### config.mk
export PLATFORM = sky130hd
export DESIGN_NAME = wdt_keyed
export DESIGN_NICKNAME = d
export VERILOG_FILES = /design/src/rtl/wdt_pkg.sv /design/src/rtl/wdt_prescaler.sv /design/src/rtl/wdt_period.sv /design/src/rtl/wdt_pulse.sv /design/src/rtl/wdt_ctrl.sv /design/src/rtl/wdt_keyed.sv
export SDC_FILE = /design/constraint.sdc
export NUM_CORES = 1
export LEC_CHECK = 0
export ABC_CLOCK_PERIOD_IN_PS = 1840
export BUFFER_PORTS_ARGS = -buffer_cell sky130_fd_sc_hd__buf_4
export CELL_PAD_IN_SITES_DETAIL_PLACEMENT = 0
export CELL_PAD_IN_SITES_GLOBAL_PLACEMENT = 1
export CORE_ASPECT_RATIO = 1.2
export CORE_MARGIN = 4
export CORE_UTILIZATION = 35
export CTS_BUF_LIST = sky130_fd_sc_hd__clkbuf_4 sky130_fd_sc_hd__clkbuf_8
export CTS_CLUSTER_SIZE = 14
export DETAILED_ROUTE_END_ITERATION = 12
export PLACE_DENSITY = 0.63
export SYNTH_ARGS = -nofsm -noshare
export SYNTH_HDL_FRONTEND = slang
export SYNTH_SLANG_ARGS = --single-unit
### constraint.sdc
create_clock -name clk -period 1.84 [get_ports clk]
set_clock_uncertainty 0.2 [all_clocks]
set_input_delay 0.368 -clock clk [delete_from_list [all_inputs] [get_ports clk]]
set_output_delay 0.368 -clock clk [all_outputs]
set_load 0.01 [all_outputs]
### src/rtl/wdt_pkg.sv
package wdt_pkg;

    localparam logic [7:0] WDT_KEY = 8'h5A;

    typedef enum logic [1:0] {
        WD_OFF  = 2'd0,
        WD_RUN  = 2'd1,
        WD_FIRE = 2'd2
    } wd_state_e;

    typedef struct packed {
        logic en_set;
        logic en_clr;
        logic key_hit;
    } wd_cmd_t;

    function automatic int unsigned prescale_len(input int unsigned clk_hz,
                                                 input int unsigned tick_hz);
        return clk_hz / tick_hz;
    endfunction

    function automatic int unsigned period_ticks(input int unsigned ms,
                                                 input int unsigned tick_hz);
        return (ms * tick_hz) / 1000;
    endfunction

    function automatic int unsigned cnt_width(input int unsigned n);
        return (n < 2) ? 1 : $clog2(n);
    endfunction

endpackage

### src/rtl/wdt_prescaler.sv
module wdt_prescaler #(
    parameter int unsigned PRE_DIV = 8,
    parameter int unsigned PRE_W   = 3
) (
    input  logic             clk,
    input  logic             rst,
    input  logic             run,
    input  logic             clr,
    output logic             tick,
    output logic [PRE_W-1:0] pre_cnt
);
    localparam logic [PRE_W-1:0] PRE_LAST = PRE_W'(PRE_DIV - 1);

    logic [PRE_W-1:0] pre_q;

    always_ff @(posedge clk) begin
        if (rst || clr) begin
            pre_q <= '0;
        end else if (run) begin
            if (pre_q == PRE_LAST) pre_q <= '0;
            else                   pre_q <= pre_q + 1'b1;
        end
    end

    assign tick    = run && (pre_q == PRE_LAST);
    assign pre_cnt = pre_q;
endmodule

### src/rtl/wdt_period.sv
module wdt_period #(
    parameter int unsigned TICKS = 5,
    parameter int unsigned TK_W  = 3
) (
    input  logic            clk,
    input  logic            rst,
    input  logic            clr,
    input  logic            tick,
    output logic            last,
    output logic [TK_W-1:0] tk_cnt
);
    localparam logic [TK_W-1:0] TK_LAST = TK_W'(TICKS - 1);

    logic [TK_W-1:0] tk_q;

    always_ff @(posedge clk) begin
        if (rst || clr) begin
            tk_q <= '0;
        end else if (tick) begin
            tk_q <= tk_q + 1'b1;
        end
    end

    assign last   = tick && (tk_q == TK_LAST);
    assign tk_cnt = tk_q;
endmodule

### src/rtl/wdt_pulse.sv
module wdt_pulse #(
    parameter int unsigned PULSE_CYC = 16,
    parameter int unsigned PW       = 5
) (
    input  logic clk,
    input  logic rst,
    input  logic fire,
    output logic busy
);
    logic [PW-1:0] pc_q;

    always_ff @(posedge clk) begin
        if (rst) begin
            pc_q <= '0;
        end else if (fire) begin
            pc_q <= PW'(PULSE_CYC);
        end else if (pc_q != '0) begin
            pc_q <= pc_q - 1'b1;
        end
    end

    assign busy = (pc_q != '0);
endmodule

### src/rtl/wdt_ctrl.sv
module wdt_ctrl
    import wdt_pkg::*;
(
    input  logic       clk,
    input  logic       rst,
    input  logic       ctl_wr,
    input  logic       ctl_en,
    input  logic       hold_wr,
    input  logic [7:0] hold_data,
    input  logic       period_last,
    input  logic       pulse_busy,
    output logic       run,
    output logic       cnt_clr,
    output logic       fire
);
    wd_state_e state_q, state_d;
    wd_cmd_t   cmd;

    always_comb begin
        cmd.en_set  = ctl_wr && ctl_en;
        cmd.en_clr  = ctl_wr && !ctl_en;
        cmd.key_hit = hold_wr && (hold_data == WDT_KEY) && (state_q == WD_RUN);
    end

    assign fire = (state_q == WD_RUN) && !cmd.en_clr && !cmd.key_hit && period_last;

    always_comb begin
        state_d = state_q;
        unique case (state_q)
            WD_OFF:  if (cmd.en_set)  state_d = WD_RUN;
            WD_RUN: begin
                if (cmd.en_clr)       state_d = WD_OFF;
                else if (fire)        state_d = WD_FIRE;
            end
            WD_FIRE: if (!pulse_busy) state_d = WD_OFF;
            default:                  state_d = WD_OFF;
        endcase
    end

    always_ff @(posedge clk) begin
        if (rst) state_q <= WD_OFF;
        else     state_q <= state_d;
    end

    assign run     = (state_q == WD_RUN);
    assign cnt_clr = cmd.key_hit || (run && cmd.en_clr) || fire;
endmodule

### src/rtl/wdt_keyed.sv
module wdt_keyed
    import wdt_pkg::*;
#(
    parameter int unsigned CLK_HZ     = 50_000_000,
    parameter int unsigned TICK_HZ    = 1000,
    parameter int unsigned TIMEOUT_MS = 250,
    parameter int unsigned PULSE_CYC  = 64
) (
    input  logic       clk,
    input  logic       rst,
    input  logic       ctl_wr,
    input  logic       ctl_en,
    input  logic       hold_wr,
    input  logic [7:0] hold_data,
    output logic       wd_enabled,
    output logic       wd_reset
);
    localparam int unsigned PRE_DIV = prescale_len(CLK_HZ, TICK_HZ);
    localparam int unsigned TICKS   = period_ticks(TIMEOUT_MS, TICK_HZ);
    localparam int unsigned PRE_W   = cnt_width(PRE_DIV);
    localparam int unsigned TK_W    = cnt_width(TICKS + 1);
    localparam int unsigned PW      = cnt_width(PULSE_CYC + 1);

    logic             run, cnt_clr, fire, tick, period_last, pulse_busy;
    logic [PRE_W-1:0] pre_cnt;
    logic [TK_W-1:0]  tk_cnt;

    wdt_ctrl u_ctrl (
        .clk        (clk),
        .rst        (rst),
        .ctl_wr     (ctl_wr),
        .ctl_en     (ctl_en),
        .hold_wr    (hold_wr),
        .hold_data  (hold_data),
        .period_last(period_last),
        .pulse_busy (pulse_busy),
        .run        (run),
        .cnt_clr    (cnt_clr),
        .fire       (fire)
    );

    wdt_prescaler #(.PRE_DIV(PRE_DIV), .PRE_W(PRE_W)) u_pre (
        .clk    (clk),
        .rst    (rst),
        .run    (run),
        .clr    (cnt_clr),
        .tick   (tick),
        .pre_cnt(pre_cnt)
    );

    wdt_period #(.TICKS(TICKS), .TK_W(TK_W)) u_per (
        .clk   (clk),
        .rst   (rst),
        .clr   (cnt_clr),
        .tick  (tick),
        .last  (period_last),
        .tk_cnt(tk_cnt)
    );

    wdt_pulse #(.PULSE_CYC(PULSE_CYC), .PW(PW)) u_pls (
        .clk (clk),
        .rst (rst),
        .fire(fire),
        .busy(pulse_busy)
    );

    assign wd_enabled = run;
    assign wd_reset   = pulse_busy;
endmodule

# [Yosys cells after proc, flatten, opt, wreduce, memory -nomap -nowiden]
# Index checks and enable logic that the tools add are counted.
# W data, S select, Z words.
[totals] reg_bits=33 latchBits=0 mem_bits_rw=0 romBits=0 in_bits=13 out_inout_bits=2 word_cells=45 n_memories=0
[op_classes] n_addsub=3 multipliers=0 div_mod_pow=0 order_cmp=0 n_eq_ne=8 n_shift=0 mux=8 bitwise=0 reduce_logical=21
[op_table] cell="$add A16 B1 Y16 const B" n=1
[op_table] cell="$eq A16 B16 Y1 const B" n=1
[op_table] cell="$mux W16" n=1
[op_table] cell="$mux W7" n=2
[op_table] cell="$logic_and A1 B1 Y1" n=10
[op_table] cell="$add A8 B1 Y8 const B" n=1
[op_table] cell="$eq A8 B7 Y1 const B" n=1
[op_table] cell="$eq A8 B8 Y1 const B" n=1
[op_table] cell="$mux W2" n=4
[op_table] cell="$reduce_bool A7 Y1" n=1
[op_table] cell="$sub A7 B1 Y7 const B" n=1
[op_table] cell="$pmux W2 S3" n=1
[op_table] cell="$logic_not A1 Y1" n=3
[op_table] cell="$logic_or A1 B1 Y1" n=3
[op_table] cell="$ne A3 B3 Y1 const B" n=1
[op_table] cell="$reduce_and A3 Y1" n=1
[op_table] cell="$eq A2 B1 Y1 const B" n=1
[op_table] cell="$eq A2 B2 Y1 const B" n=1
[op_table] cell="$logic_not A2 Y1" n=1
[op_table] cell="$ne A2 B1 Y1 const B" n=1
[op_table] cell="$ne A2 B2 Y1 const B" n=1
[op_table] cell="$reduce_bool A2 Y1" n=1
[op_table] cell="$reduce_or A2 Y1" n=1

# [Longest topological paths before layout]
[logic_depth] depth_word=9 depth_mapped=8 depth_no_buf=7

# [Cells and area by module]
# From an unflattened synthesis, not the netlist that was laid out.
[unflattened] cells_unflattened=187 area_unflattened_um2=1634.1
[modules_own_cells] module="wdt_prescaler" instances=1 cells_each=84 area_each_um2=740.7 seq_area_each_um2=320.3
[modules_own_cells] module="wdt_period" instances=1 cells_each=44 area_each_um2=385.4 seq_area_each_um2=160.2
[modules_own_cells] module="wdt_pulse" instances=1 cells_each=41 area_each_um2=360.3 seq_area_each_um2=140.1
[modules_own_cells] module="wdt_ctrl" instances=1 cells_each=18 area_each_um2=147.6 seq_area_each_um2=40.0

# [Worst setup path after synthesis]
# OpenSTA, ideal clock, no wires.
[synth_path] path_type="register -> register" startpoint="register u_pre.pre_q[0] (netlist: u_pre.pre_cnt[0])" endpoint="register u_per.tk_q[3] (netlist: u_per.tk_cnt[3])" setup_time_ns=0.071 arrival_ns=1.672 required_time_ns=1.569 setup_slack_ns=-0.103 stages_incl_launch_ff=7 n_path_buf=1 period_less_slack_ns=1.943 path_cell_list="dfxtp_1 ha_1 nand3_4 or2_0 buf_2 or4_1 a21oi_1"
[synth_via] elab_chain_len=6
[synth_rtl] item="start: declaration" line_no="wdt_prescaler.sv:14" source="logic [PRE_W-1:0] pre_q;"
[synth_rtl] item="start signal: assignment" line_no="wdt_prescaler.sv:21" source="else pre_q <= pre_q + 1'b1;"
[synth_rtl] item="$eq A16 B16 Y1 *" line_no="wdt_prescaler.sv:25" source="assign tick = run && (pre_q == PRE_LAST);"
[synth_rtl] item="$logic_and A1 B1 Y1 *" line_no="wdt_prescaler.sv:25"
[synth_rtl] item="$logic_and A1 B1 Y1" line_no="wdt_period.sv:24" source="assign last = tick && (tk_q == TK_LAST);"
[synth_rtl] item="$logic_and A1 B1 Y1" line_no="wdt_ctrl.sv:25" source="assign fire = (state_q == WD_RUN) && !cmd.en_clr && !cmd.key_hit && period_last;"
[synth_rtl] item="$logic_or A1 B1 Y1" line_no="wdt_ctrl.sv:46" source="assign cnt_clr = cmd.key_hit || (run && cmd.en_clr) || fire;"
[synth_rtl] item="$logic_or A1 B1 Y1" line_no="wdt_period.sv:17" source="if (rst || clr) begin"
[synth_rtl] item="end signal: assignment" line_no="wdt_period.sv:20" source="tk_q <= tk_q + 1'b1;"
[synth_rtl] item="end: declaration" line_no="wdt_period.sv:14" source="logic [TK_W-1:0] tk_q;"
# Mark *: on every way between the ends. The rest lies on a longest branch, timed or not.
# A chain may end at the register's enable or synchronous reset.

# [Worst setup path after layout]
[layout_path] startpoint="register u_pre.pre_q[13] (netlist: u_pre.pre_cnt[13])" endpoint="register u_per.tk_q[5] (netlist: u_per.tk_cnt[5])"
# The elaborated chain is that of the path after synthesis.

==> run metrics <==
status=finished, violations left; failing checks=setup timing; antenna violations before repair=0; P_leak=roughly 1.0 nW; largest net degree at the start of global routing=14; WP data required=1.85 ns; Area contributors post-synth=dfxtp_1 38%, nor2_1 5.0%, xnor2_1 4.6%; Synth cell types=50; fillers=417; post-synth top area share=0.382; setup ws final=-0.104 ns; yosys warns=0; number of diodes=0; post-route ant nets=0; R2R depth=6; CP Capture Point=u_per.tk_cnt[5]; dpl ws=-0.287 ns; GRT Util Overall=0.146; cell count after synthesis=199; routed len/inst=around 13 µm; critical path launch point=u_pre.pre_cnt[13]; fraction of final layout cells sized beyond drive strength 1=0.478; Total Negative Setup Slacks=-0.438 ns; Pre-Repair DR Iteration Count=4; PortBufs=14; M3 GR Usage=0.0403; Worst VDD drop=approximately 0.00064 V; unrepaired setup endpoints after global routing=yes; Max Cap Viol=0; Tcrit/Tclk final=1.06; gpl congestion=~0.83; TritonCTS Buffers=5; Post-Layout Cell Count=328; list of most frequent post-synthesis cells=33 x dfxtp_1, 23 x nor2_1, 18 x nand2_1; final hold violations=0; Mean Syn Cell Area=8.69 µm²; critical path class=register to register; CTS sink cnt=33; Overflow after GRT=0; Startpoint Class=register; Fmax achieved=515 MHz; final wirelength=around 4200 µm; Die Height=85.0 µm; layer with the highest usage=met2; slowest CP cell=or4_4; final critical-path required period=1.94 ns; Final Cell Area=2640 µm²; mapped cell area=1730 µm²; Layout area overhead=52.7%; R2R setup slack=-0.10 ns; chip width=72.2 µm; vias per cell=5.11; total power divided by cell area=881 nW/µm²; FF+latch count, synth=33; # IOs=15; cts hold-fix bufs=0; clock-pin slew on the worst setup and hold paths=0.06 ns; most instantiated library cell after synthesis=dfxtp_1; area leader, netlist=dfxtp_1; DP Area=2190 µm²; Iter 0 DRT Violations=63; crit path capture type=register; CP Max Fanout=6; Hold WC Path Type=input port to register; Slew @ Worst Pin=0.371 ns; die area=6130 µm²; M2 GR Usage=0.238; Clock Tree Buf Depth=2; global-route track usage on met1=0.178; # rows=27; DP HPWL=approximately 2900 µm; register area share after synthesis=0.382; Rel. slew slack=0.750; RR Startpoint=u_pre.pre_cnt[13]; start point of the worst hold path=rst; most common flop cell mapped by yosys=dfxtp_1; Final Max Tran Viols=0; Worst EP arrival=between 1.5 and 2 ns; placed cell count=305; core area=4700 µm²; global-route wire length before repair=7230 µm; Synthesized Nets=~220; crit-path cells=nor4b_4 > nand3_2 > or2_4 > buf_6 > or4_4 > a21oi_2; Remaining DRCs=0; vias in the first global route=1,705; FFs w/ async S/R, synth=0; EDFF count, synth=0; Starting Density=0.368; r2r endpoint=u_per.tk_cnt[5]; H-tree Lvls=2; Root Driver=clkbuf_8; Post-layout nets=287; clk_lat worst skew=0.28 ns; Setup-failing EPs final=6; Largest stage delay, worst path=around 0.4 ns; CTS tree=yes; Vias=between 1,500 and 2,000
[registers in the layout, indices dropped and copies added, names as in the netlist]
| signal | count |
|---|---|
| u_pre.pre_cnt | 16 |
| u_pls.pc_q | 7 |
| u_ctrl.state_q | 2 |
| u_per.tk_cnt | 8 |
[worst max-delay path, delay by kind of cell, from the launching register on]
family / cells / cell delay [ns]
AND/OR/NAND/NOR: 4 / 1.07
flip-flops: 1 / 0.33
AO/OA/AOI/OAI: 1 / 0.14
buffers and inverters: 1 / 0.13
[metal layers]
| metal | share of wire | up-vias | wire, µm |
|---|---|---|---|
| met5 | 0 | - | 0 |
| met4 | 0.020 | 0 | 84 |
| met3 | 0.037 | 9 | 155 |
| met2 | 0.50 | 28 | 2120 |
| met1 | 0.44 | 788 | 1860 |
| li1 | - | 851 | - |
[area by class of cell]
| cell class | instances | area (µm²) | share of cell area |
|---|---|---|---|
| Clock buffer | 7 | 96.3 | 0.0365 |
| Clock inverter | 1 | 5.00 | 0.00190 |
| Inverter | 9 | 38.8 | 0.0147 |
| Multi-Input combinational cell | 151 | 1180 | 0.445 |
| Sequential cell | 33 | 679 | 0.257 |
| Tap cell | 58 | 72.6 | 0.0275 |
| Timing Repair Buffer | 69 | 572 | 0.217 |
[layout by cell type, fill, tap and decap left out, types with 6 or more instances in the layout]
cell	n
a21oi_1	6
a21oi_2	7
buf_4	54
buf_6	13
clkbuf_8	7
dfxtp_1	20
dfxtp_2	12
inv_1	7
nand2_1	18
nand3_1	6
nor2_1	22
nor3_1	6
xnor2_1	9
xor2_1	9
[worst min path at each step]
stage                        endpoint  slack, ns  cells past startpoint
global placement      u_per.tk_cnt[1]       0.29                      2
floorplan           u_pre.pre_cnt[15]       0.27                      2
detailed placement    u_per.tk_cnt[1]       0.31                      2
global route            u_pls.pc_q[1]       0.11                      2
finish                  u_pls.pc_q[1]       0.11                      2
CTS                     u_pls.pc_q[1]       0.11                      2
[cell families after synthesis]
group                    share of synthesized area
AO/OA/AOI/OAI                                0.121
adder cells (fa/ha/maj)                     0.0362
buffers and inverters                       0.0420
AND/OR/NAND/NOR                              0.316
flip-flops                                   0.382
XOR/XNOR                                    0.0912
multiplexers                                0.0116
[per-stage QoR]
| stage | util | power, mW | hold slack [ns] |
|---|---|---|---|
| after CTS | 0.516 | 2.22 | 0.105 |
| after global placement | 0.466 | 1.45 | 0.285 |
| after detailed placement | 0.466 | 1.47 | 0.305 |
| after global routing | 0.562 | 2.48 | 0.111 |
| final | 0.562 | 2.33 | 0.114 |
| after floorplan | - | 1.26 | 0.271 |
[power by group]
| group | switching (mW) | total, mW | internal (mW) |
|---|---|---|---|
| combinational | 0.352 | 0.832 | 0.479 |
| clock | 0.262 | 0.600 | 0.338 |
| sequential | 0.0857 | 0.895 | 0.809 |
| total | 0.700 | 2.33 | 1.63 |
[timing repair]
action                                  in CTS  in global routing
gates resized for setup                     25                 40
cloned                                       1                  1
pin swaps                                   10                 22
buffers inserted                             6                  9
endpoints found under the setup margin      23                 33
No activity file was read; power rests on OpenSTA's default activity.
